**config.mk**
```make
export PLATFORM = sky130hd
export DESIGN_NAME = casc_intc
export DESIGN_NICKNAME = d
export VERILOG_FILES = /design/src/rtl/casc_intc_pkg.sv /design/src/rtl/casc_prio_enc.sv /design/src/rtl/casc_grp_res.sv /design/src/rtl/casc_mask_regs.sv /design/src/rtl/casc_intc.sv
export SDC_FILE = /design/constraint.sdc
export NUM_CORES = 1
export LEC_CHECK = 0
export BUFFER_PORTS_ARGS = -buffer_cell sky130_fd_sc_hd__buf_4
export CELL_PAD_IN_SITES_DETAIL_PLACEMENT = 0
export CELL_PAD_IN_SITES_GLOBAL_PLACEMENT = 2
export CORE_MARGIN = 2
export CORE_UTILIZATION = 34
export DETAILED_ROUTE_END_ITERATION = 7
export PLACE_DENSITY = 0.95
export SETUP_SLACK_MARGIN = 0.02
export SYNTH_ARGS = -nofsm -noshare
export SYNTH_HDL_FRONTEND = slang
export SYNTH_SLANG_ARGS = --single-unit
```
**constraint.sdc**
```tcl
create_clock -name clk -period 2.4 [get_ports clk]
set_input_delay 0.24 -clock clk [delete_from_list [all_inputs] [get_ports clk]]
set_output_delay 0.24 -clock clk [all_outputs]
set_load 0.1 [all_outputs]
```
**src/rtl/casc_intc_pkg.sv**
```systemverilog
package casc_intc_pkg;

    typedef enum logic [2:0] {
        SEL_NONE = 3'd0,
        SEL_CPU  = 3'd1,
        SEL_L0   = 3'd2,
        SEL_L1   = 3'd3,
        SEL_BUS  = 3'd4,
        SEL_PIT  = 3'd5
    } sel_e;

    typedef enum logic {
        OP_SET = 1'b0,
        OP_CLR = 1'b1
    } wr_op_e;

endpackage

```
**src/rtl/casc_prio_enc.sv**
```systemverilog
module casc_prio_enc #(
    parameter  int W     = 8,
    localparam int IDX_W = $clog2(W)
) (
    input  logic [W-1:0]     vec_i,
    output logic [IDX_W-1:0] idx_o,
    output logic             any_o
);

    // later (higher) bits overwrite earlier ones: highest index wins
    always_comb begin
        idx_o = '0;
        for (int i = 0; i < W; i++) begin
            if (vec_i[i]) idx_o = IDX_W'(i);
        end
        any_o = |vec_i;
    end

endmodule

```
**src/rtl/casc_grp_res.sv**
```systemverilog
module casc_grp_res #(
    parameter int W        = 8,
    parameter int NUM_W    = 6,
    parameter int CASC_BIT = 3,
    parameter int LBASE    = 8,
    parameter int MBASE    = 24
) (
    input  logic [W-1:0]     stat_i,
    input  logic [W-1:0]     lmask_i,
    input  logic [W-1:0]     map_stat_i,
    input  logic [W-1:0]     mmask_i,
    output logic [NUM_W-1:0] num_o,
    output logic             lvl_o
);

    localparam int IDX_W = $clog2(W);

    logic [W-1:0]     lpend, mpend;
    logic [IDX_W-1:0] lidx, midx;
    logic             lany, many;

    assign lpend = stat_i & lmask_i;
    assign mpend = map_stat_i & mmask_i;

    casc_prio_enc #(.W(W)) i_lenc (.vec_i(lpend), .idx_o(lidx), .any_o(lany));
    casc_prio_enc #(.W(W)) i_menc (.vec_i(mpend), .idx_o(midx), .any_o(many));

    always_comb begin
        if (lpend[CASC_BIT]) begin
            num_o = many ? NUM_W'(MBASE) + NUM_W'(midx) : '0;
        end else begin
            num_o = lany ? NUM_W'(LBASE) + NUM_W'(lidx) : '0;
        end
        lvl_o = lany;
    end

endmodule

```
**src/rtl/casc_mask_regs.sv**
```systemverilog
module casc_mask_regs
    import casc_intc_pkg::*;
#(
    parameter int W        = 8,
    parameter int CASC_BIT = 3
) (
    input  logic                clk,
    input  logic                rst_n,
    input  logic                wr_en_i,
    input  logic [1:0]          wr_addr_i,
    input  logic                wr_op_i,
    input  logic [W-1:0]        wr_data_i,
    output logic [1:0][W-1:0]   lmask_o,
    output logic [1:0][W-1:0]   mmask_o
);

    localparam logic [W-1:0] CASC_ONE = W'(1) << CASC_BIT;

    typedef struct packed {
        logic [1:0][W-1:0] lm;
        logic [1:0][W-1:0] mm;
    } mregs_t;

    mregs_t r_d, r_q;
    logic   grp;

    always_comb begin
        r_d = r_q;
        grp = wr_addr_i[0];
        if (wr_en_i) begin
            if (!wr_addr_i[1]) begin
                if (wr_op_i == OP_SET) r_d.lm[grp] = r_q.lm[grp] | (wr_data_i & ~CASC_ONE);
                else                   r_d.lm[grp] = r_q.lm[grp] & ~wr_data_i;
            end else begin
                if (wr_op_i == OP_SET) begin
                    r_d.mm[grp] = r_q.mm[grp] | wr_data_i;
                    if (wr_data_i != '0) r_d.lm[grp] = r_d.lm[grp] | CASC_ONE;
                end else begin
                    r_d.mm[grp] = r_q.mm[grp] & ~wr_data_i;
                    if (r_d.mm[grp] == '0) r_d.lm[grp] = r_d.lm[grp] & ~CASC_ONE;
                end
            end
        end
    end

    always_ff @(posedge clk or negedge rst_n) begin
        if (!rst_n) r_q <= '0;
        else        r_q <= r_d;
    end

    assign lmask_o = r_q.lm;
    assign mmask_o = r_q.mm;

    for (genvar g = 0; g < 2; g++) begin : g_chk
        p_map_set_casc_r5: assert property (@(posedge clk) disable iff (!rst_n)
            (wr_en_i && wr_addr_i == {1'b1, 1'(g)} && wr_op_i == OP_SET && wr_data_i != '0)
            |=> lmask_o[g][CASC_BIT]);
        p_map_clr_empty_r6: assert property (@(posedge clk) disable iff (!rst_n)
            (wr_en_i && wr_addr_i == {1'b1, 1'(g)} && wr_op_i == OP_CLR && (mmask_o[g] & ~wr_data_i) == '0)
            |=> (!lmask_o[g][CASC_BIT] && mmask_o[g] == '0));
        p_plain_set_no_casc_r7: assert property (@(posedge clk) disable iff (!rst_n)
            (wr_en_i && wr_addr_i == {1'b0, 1'(g)} && wr_op_i == OP_SET && !lmask_o[g][CASC_BIT])
            |=> !lmask_o[g][CASC_BIT]);
    end

endmodule

```
**src/rtl/casc_intc.sv**
```systemverilog
module casc_intc
    import casc_intc_pkg::*;
#(
    parameter  int W        = 8,
    parameter  int CASC_BIT = 3,
    parameter  int L0_BASE  = 8,
    parameter  int L1_BASE  = 16,
    parameter  int M0_BASE  = 24,
    parameter  int M1_BASE  = 32,
    localparam int NUM_W    = $clog2(M1_BASE + W)
) (
    input  logic             clk,
    input  logic             rst_n,
    input  logic [W-1:0]     stat0_i,
    input  logic [W-1:0]     stat1_i,
    input  logic [W-1:0]     map_stat_i,
    input  logic             cpu_tmr_i,
    input  logic             bus_err_i,
    input  logic [1:0]       pit_i,
    input  logic             wr_en_i,
    input  logic [1:0]       wr_addr_i,
    input  logic             wr_op_i,
    input  logic [W-1:0]     wr_data_i,
    input  logic [1:0]       rd_addr_i,
    output logic [W-1:0]     rd_data_o,
    output logic             lvl0_o,
    output logic             lvl1_o,
    output logic [NUM_W-1:0] num0_o,
    output logic             vld0_o,
    output logic [NUM_W-1:0] num1_o,
    output logic             vld1_o,
    output logic [2:0]       sel_o
);

    localparam int LB [2] = '{L0_BASE, L1_BASE};
    localparam int MB [2] = '{M0_BASE, M1_BASE};

    typedef struct packed {
        logic [1:0][NUM_W-1:0] num;
        logic [1:0]            vld;
        logic [1:0]            lvl;
        sel_e                  sel;
    } outs_t;

    logic [1:0][W-1:0]     lmask, mmask;
    logic [1:0][W-1:0]     stat;
    logic [1:0][NUM_W-1:0] gnum;
    logic [1:0]            glvl;
    outs_t                 o_d, o_q;

    assign stat = {stat1_i, stat0_i};

    casc_mask_regs #(.W(W), .CASC_BIT(CASC_BIT)) i_mregs (
        .clk       (clk),
        .rst_n     (rst_n),
        .wr_en_i   (wr_en_i),
        .wr_addr_i (wr_addr_i),
        .wr_op_i   (wr_op_i),
        .wr_data_i (wr_data_i),
        .lmask_o   (lmask),
        .mmask_o   (mmask)
    );

    for (genvar g = 0; g < 2; g++) begin : g_grp
        casc_grp_res #(
            .W(W), .NUM_W(NUM_W), .CASC_BIT(CASC_BIT), .LBASE(LB[g]), .MBASE(MB[g])
        ) i_res (
            .stat_i     (stat[g]),
            .lmask_i    (lmask[g]),
            .map_stat_i (map_stat_i),
            .mmask_i    (mmask[g]),
            .num_o      (gnum[g]),
            .lvl_o      (glvl[g])
        );
    end

    always_comb begin
        o_d.num = gnum;
        o_d.vld = {gnum[1] != '0, gnum[0] != '0};
        o_d.lvl = glvl;
        if      (cpu_tmr_i) o_d.sel = SEL_CPU;
        else if (glvl[0])   o_d.sel = SEL_L0;
        else if (glvl[1])   o_d.sel = SEL_L1;
        else if (bus_err_i) o_d.sel = SEL_BUS;
        else if (|pit_i)    o_d.sel = SEL_PIT;
        else                o_d.sel = SEL_NONE;
    end

    always_ff @(posedge clk or negedge rst_n) begin
        if (!rst_n) o_q <= '0;
        else        o_q <= o_d;
    end

    always_comb begin
        unique case (rd_addr_i)
            2'd0:    rd_data_o = lmask[0];
            2'd1:    rd_data_o = lmask[1];
            2'd2:    rd_data_o = mmask[0];
            default: rd_data_o = mmask[1];
        endcase
    end

    assign num0_o = o_q.num[0];
    assign num1_o = o_q.num[1];
    assign vld0_o = o_q.vld[0];
    assign vld1_o = o_q.vld[1];
    assign lvl0_o = o_q.lvl[0];
    assign lvl1_o = o_q.lvl[1];
    assign sel_o  = o_q.sel;

    p_vld_num0_r3: assert property (@(posedge clk) disable iff (!rst_n)
        vld0_o == (num0_o != '0));
    p_vld_num1_r3: assert property (@(posedge clk) disable iff (!rst_n)
        vld1_o == (num1_o != '0));
    p_timer_first_r9: assert property (@(posedge clk) disable iff (!rst_n)
        cpu_tmr_i |=> sel_o == SEL_CPU);
    p_local0_over_bus_r9: assert property (@(posedge clk) disable iff (!rst_n)
        (!cpu_tmr_i && (stat0_i & lmask[0]) != '0) |=> sel_o == SEL_L0);
    p_lvl_follows_r1: assert property (@(posedge clk) disable iff (!rst_n)
        ((stat1_i & lmask[1]) != '0) |=> lvl1_o);

endmodule

```
==> results.py <==
metrics = {
    "power_and_ir_drop": {
        "peakVddDrop_v": 0.000310,
        "leakage_nw": 1.40,
        "pwr_density_cell_nw_per_um2": 987,
    },
    "outcome": {
        "outcome": "finished, final reports clean",
    },
    "timing": {
        "clock_skew_ns": 0.00571,
        "maxSlewViolCount": 0,
        "max_freq_mhz": 565,
        "final.period_utilization_pct": 73.8,
        "setup_viol": 0,
        "tns_ns": 0,
        "slew_headroom_pct": 56.5,
        "final.hold.worst_slack_ns": 0.115,
        "min_period_ns": 1.77,
        "hold_viol": 0,
        "tightest_slew_ns": 0.652,
        "rsz0062_at_grt": "false",
    },
    "yosys": {
        "avgSynthCellArea_um2": 9.85,
        "syn-instance-count": 259,
        "synth.distinct_cells": 38,
        "ys_warn_count": 0,
        "yosysSeqAreaShare_pct": 48.1,
        "netlist_area_um2": 2550,
        "ys_ff_latch": 49,
    },
    "cts": {
        "root_buffer": "clkbuf_8",
        "clk_latency_ns": 0.29,
        "cts_buffers": 5,
        "cts_post_setup_buffers_inserted": 0,
        "ctsHoldBuffers": 1,
        "clock-sinks": 49,
        "cts-htree-levels": 2,
        "max-clock-path-buffers": 2,
        "cts_resized": 0,
        "path_clk_slew_ns": 0.09,
        "cts_tree": "yes",
    },
    "routing": {
        "drt_iter0_markers": 96,
        "drc": 0,
        "viasPerCell": 5.49,
        "wl_mm": 7.22,
        "drtPass1Iterations": 4,
        "final_antenna_net_count": 0,
        "avgRoutedWirePerCell_um": 17.3,
        "vias": 2296,
    },
    "worst_setup_path": {
        "worstPathRequired_ns": 2.16,
        "critPathMaxFanout": 5,
        "r2r_slack_ns": 0.78,
        "rr_startpoint": "i_mregs.mmask_o[14]",
        "crit_path_cell_trace": "mux4_2 -> buf_4",
        "crit_path_top_delay_cell": "mux4_2",
        "crit_arrival_ns": 1.53,
        "r2r_cells": 5,
        "worst_setup_path_start_kind": "flip-flop",
        "r2r-end": "vld1_o",
        "crit_type": "reg2out",
        "worst_path_largest_cell_delay_ns": 0.52,
        "end_kind": "output port",
        "cpLargestDelayFamily": "multiplexers",
        "crit_buf_inv": 1,
    },
    "layout": {
        "final_nets": 363,
        "n_fill_cell": 700,
        "layout-drive-gt1-share_pct": 26.6,
        "antenna_cells": 0,
        "fin_util_pct": 44.0,
        "area_growth_pct": 25.0,
    },
    "die": {
        "io-pin-count": 71,
        "dieArea_um2": 8210,
        "placementRows": 31,
        "die_w_um": 90.6,
        "initial_core_util_pct": 35.2,
        "dieHeight_um": 90.6,
        "core_area_um2": 7250,
    },
    "global_route": {
        "grt_pass1_vias": 2245,
        "grt_use_total_pct": 17.7,
        "overflow": 0,
        "grt_pass1_wl_mm": 11.4,
        "antenna_found_initial": 0,
        "grt_max_degree": 50,
    },
    "flow_run": {
        "cap_violations": 0,
    },
    "min_path": {
        "holdPathStages": 2,
        "hold_path.startpoint": "cpu_tmr_i",
        "hp-class": "in2reg",
        "hold_end": "sel_o[1]",
    },
    "place": {
        "gp_congestion": 0.832,
        "post-dp-hpwl_mm": 5.44,
        "portBuffers": 68,
    },
}
==> cell families after synthesis <==
family                 share of synthesized area (%)
AND/OR/NAND/NOR                                 14.5
flip-flops                                      48.1
buffers and inverters                           4.56
multiplexers                                    10.6
AO/OA/AOI/OAI                                   22.1
other                                          0.147
==> registers in the layout (all words and copies together) (netlist names) <==
signal / count
num0_o: 5
i_mregs.lmask_o: 16
num1_o: 5
lvl1_o: 1
sel_o: 3
lvl0_o: 1
i_mregs.mmask_o: 16
vld1_o: 1
vld0_o: 1
==> layer usage <==
metal / up-vias / GRT usage (%) / routed length, um
li1: 1079 / - / -
met3: 14 / 3.92 / 568
met2: 106 / 28.9 / 3420
met5: - / 0 / 0
met4: 0 / 7.44 / 227
met1: 1097 / 22.6 / 3000
==> metrics by stage <==
step	std cells	worst slack (ns)	total power, mW	cell area (um2)
6_report	418	0.630	3.15	3190
5_1_grt	418	0.579	3.29	3190
4_1_cts	418	0.638	3.16	3190
3_5_place_dp	410	0.782	2.68	3090
3_3_place_gp	410	0.831	2.66	3090
2_1_floorplan	260	0.706	2.28	2550
==> cell type report <==
cell class / count / area (um2) / share of cell area [%]
flip-flops and latches: 49 / 1230 / 38.5
multi-input cells: 190 / 1210 / 38.0
repair buffers: 70 / 528 / 16.6
well taps: 99 / 124 / 3.89
clock buffers: 7 / 86.3 / 2.71
inverters: 3 / 11.3 / 0.353
==> cell usage in the layout, fill, tap and decap left out, types with 8 or more instances in the layout <==
cell type / netlist / layout
a31oi_1: 18 / 18
nand2_1: 50 / 50
a22oi_1: 12 / 12
buf_4: 2 / 69
o21ai_0: 23 / 23
a21oi_1: 20 / 20
mux2i_1: 9 / 9
mux4_2: 8 / 8
dfrtp_1: 49 / 49
==> cells in the mapped netlist <==
cell type / instances / area, um2
nand2_1: 50 / 188
dfrtp_1: 49 / 1230
o21ai_0: 23 / 115
a21oi_1: 20 / 100
a31oi_1: 18 / 113
a22oi_1: 12 / 90.1
clkbuf_1: 9 / 33.8
mux2i_1: 9 / 90.1
mux4_2: 8 / 180
a221oi_1: 6 / 52.6
and2_1: 6 / 37.5
buf_2: 4 / 20.0
nor4_1: 4 / 25.0
and3_1: 3 / 18.8
inv_1: 3 / 11.3
nand2b_1: 3 / 18.8
nand3_1: 3 / 15.0
nor2_1: 3 / 11.3
nor3_1: 3 / 15.0
a32o_1: 2 / 20.0
buf_4: 2 / 15.0
o22ai_1: 2 / 12.5
or3_1: 2 / 12.5
a211oi_1: 1 / 7.51
a21o_1: 1 / 7.51
a221o_1: 1 / 10.0
a222oi_1: 1 / 10.0
a22o_1: 1 / 8.76
and2_2: 1 / 7.51
and4_1: 1 / 8.76
buf_12: 1 / 20.0
buf_6: 1 / 11.3
clkbuf_2: 1 / 5.00
conb_1: 1 / 3.75
nor2_2: 1 / 6.26
nor2b_1: 1 / 6.26
o22a_1: 1 / 8.76
o2bb2ai_1: 1 / 8.76
==> worst max path at each step <==
stage                                    from  depth (start not counted)      endpoint  slack, ns
after detailed placement  i_mregs.mmask_o[14]                          5        vld1_o       0.78
after global placement    i_mregs.mmask_o[14]                          5        vld1_o       0.83
final                     i_mregs.mmask_o[10]                          2  rd_data_o[2]       0.63
after CTS                 i_mregs.mmask_o[12]                          2  rd_data_o[4]       0.64
after floorplan                  rd_addr_i[0]                          2  rd_data_o[2]       0.71
after global routing      i_mregs.mmask_o[12]                          2  rd_data_o[4]       0.58
==> power breakdown <==
part           internal [mW]  leakage, nW  switching, mW
combinational          0.392        0.780           1.09
clock                  0.229       0.0443          0.255
sequential              1.00        0.579          0.178
Note: power is estimated with default switching activity, not from simulation.
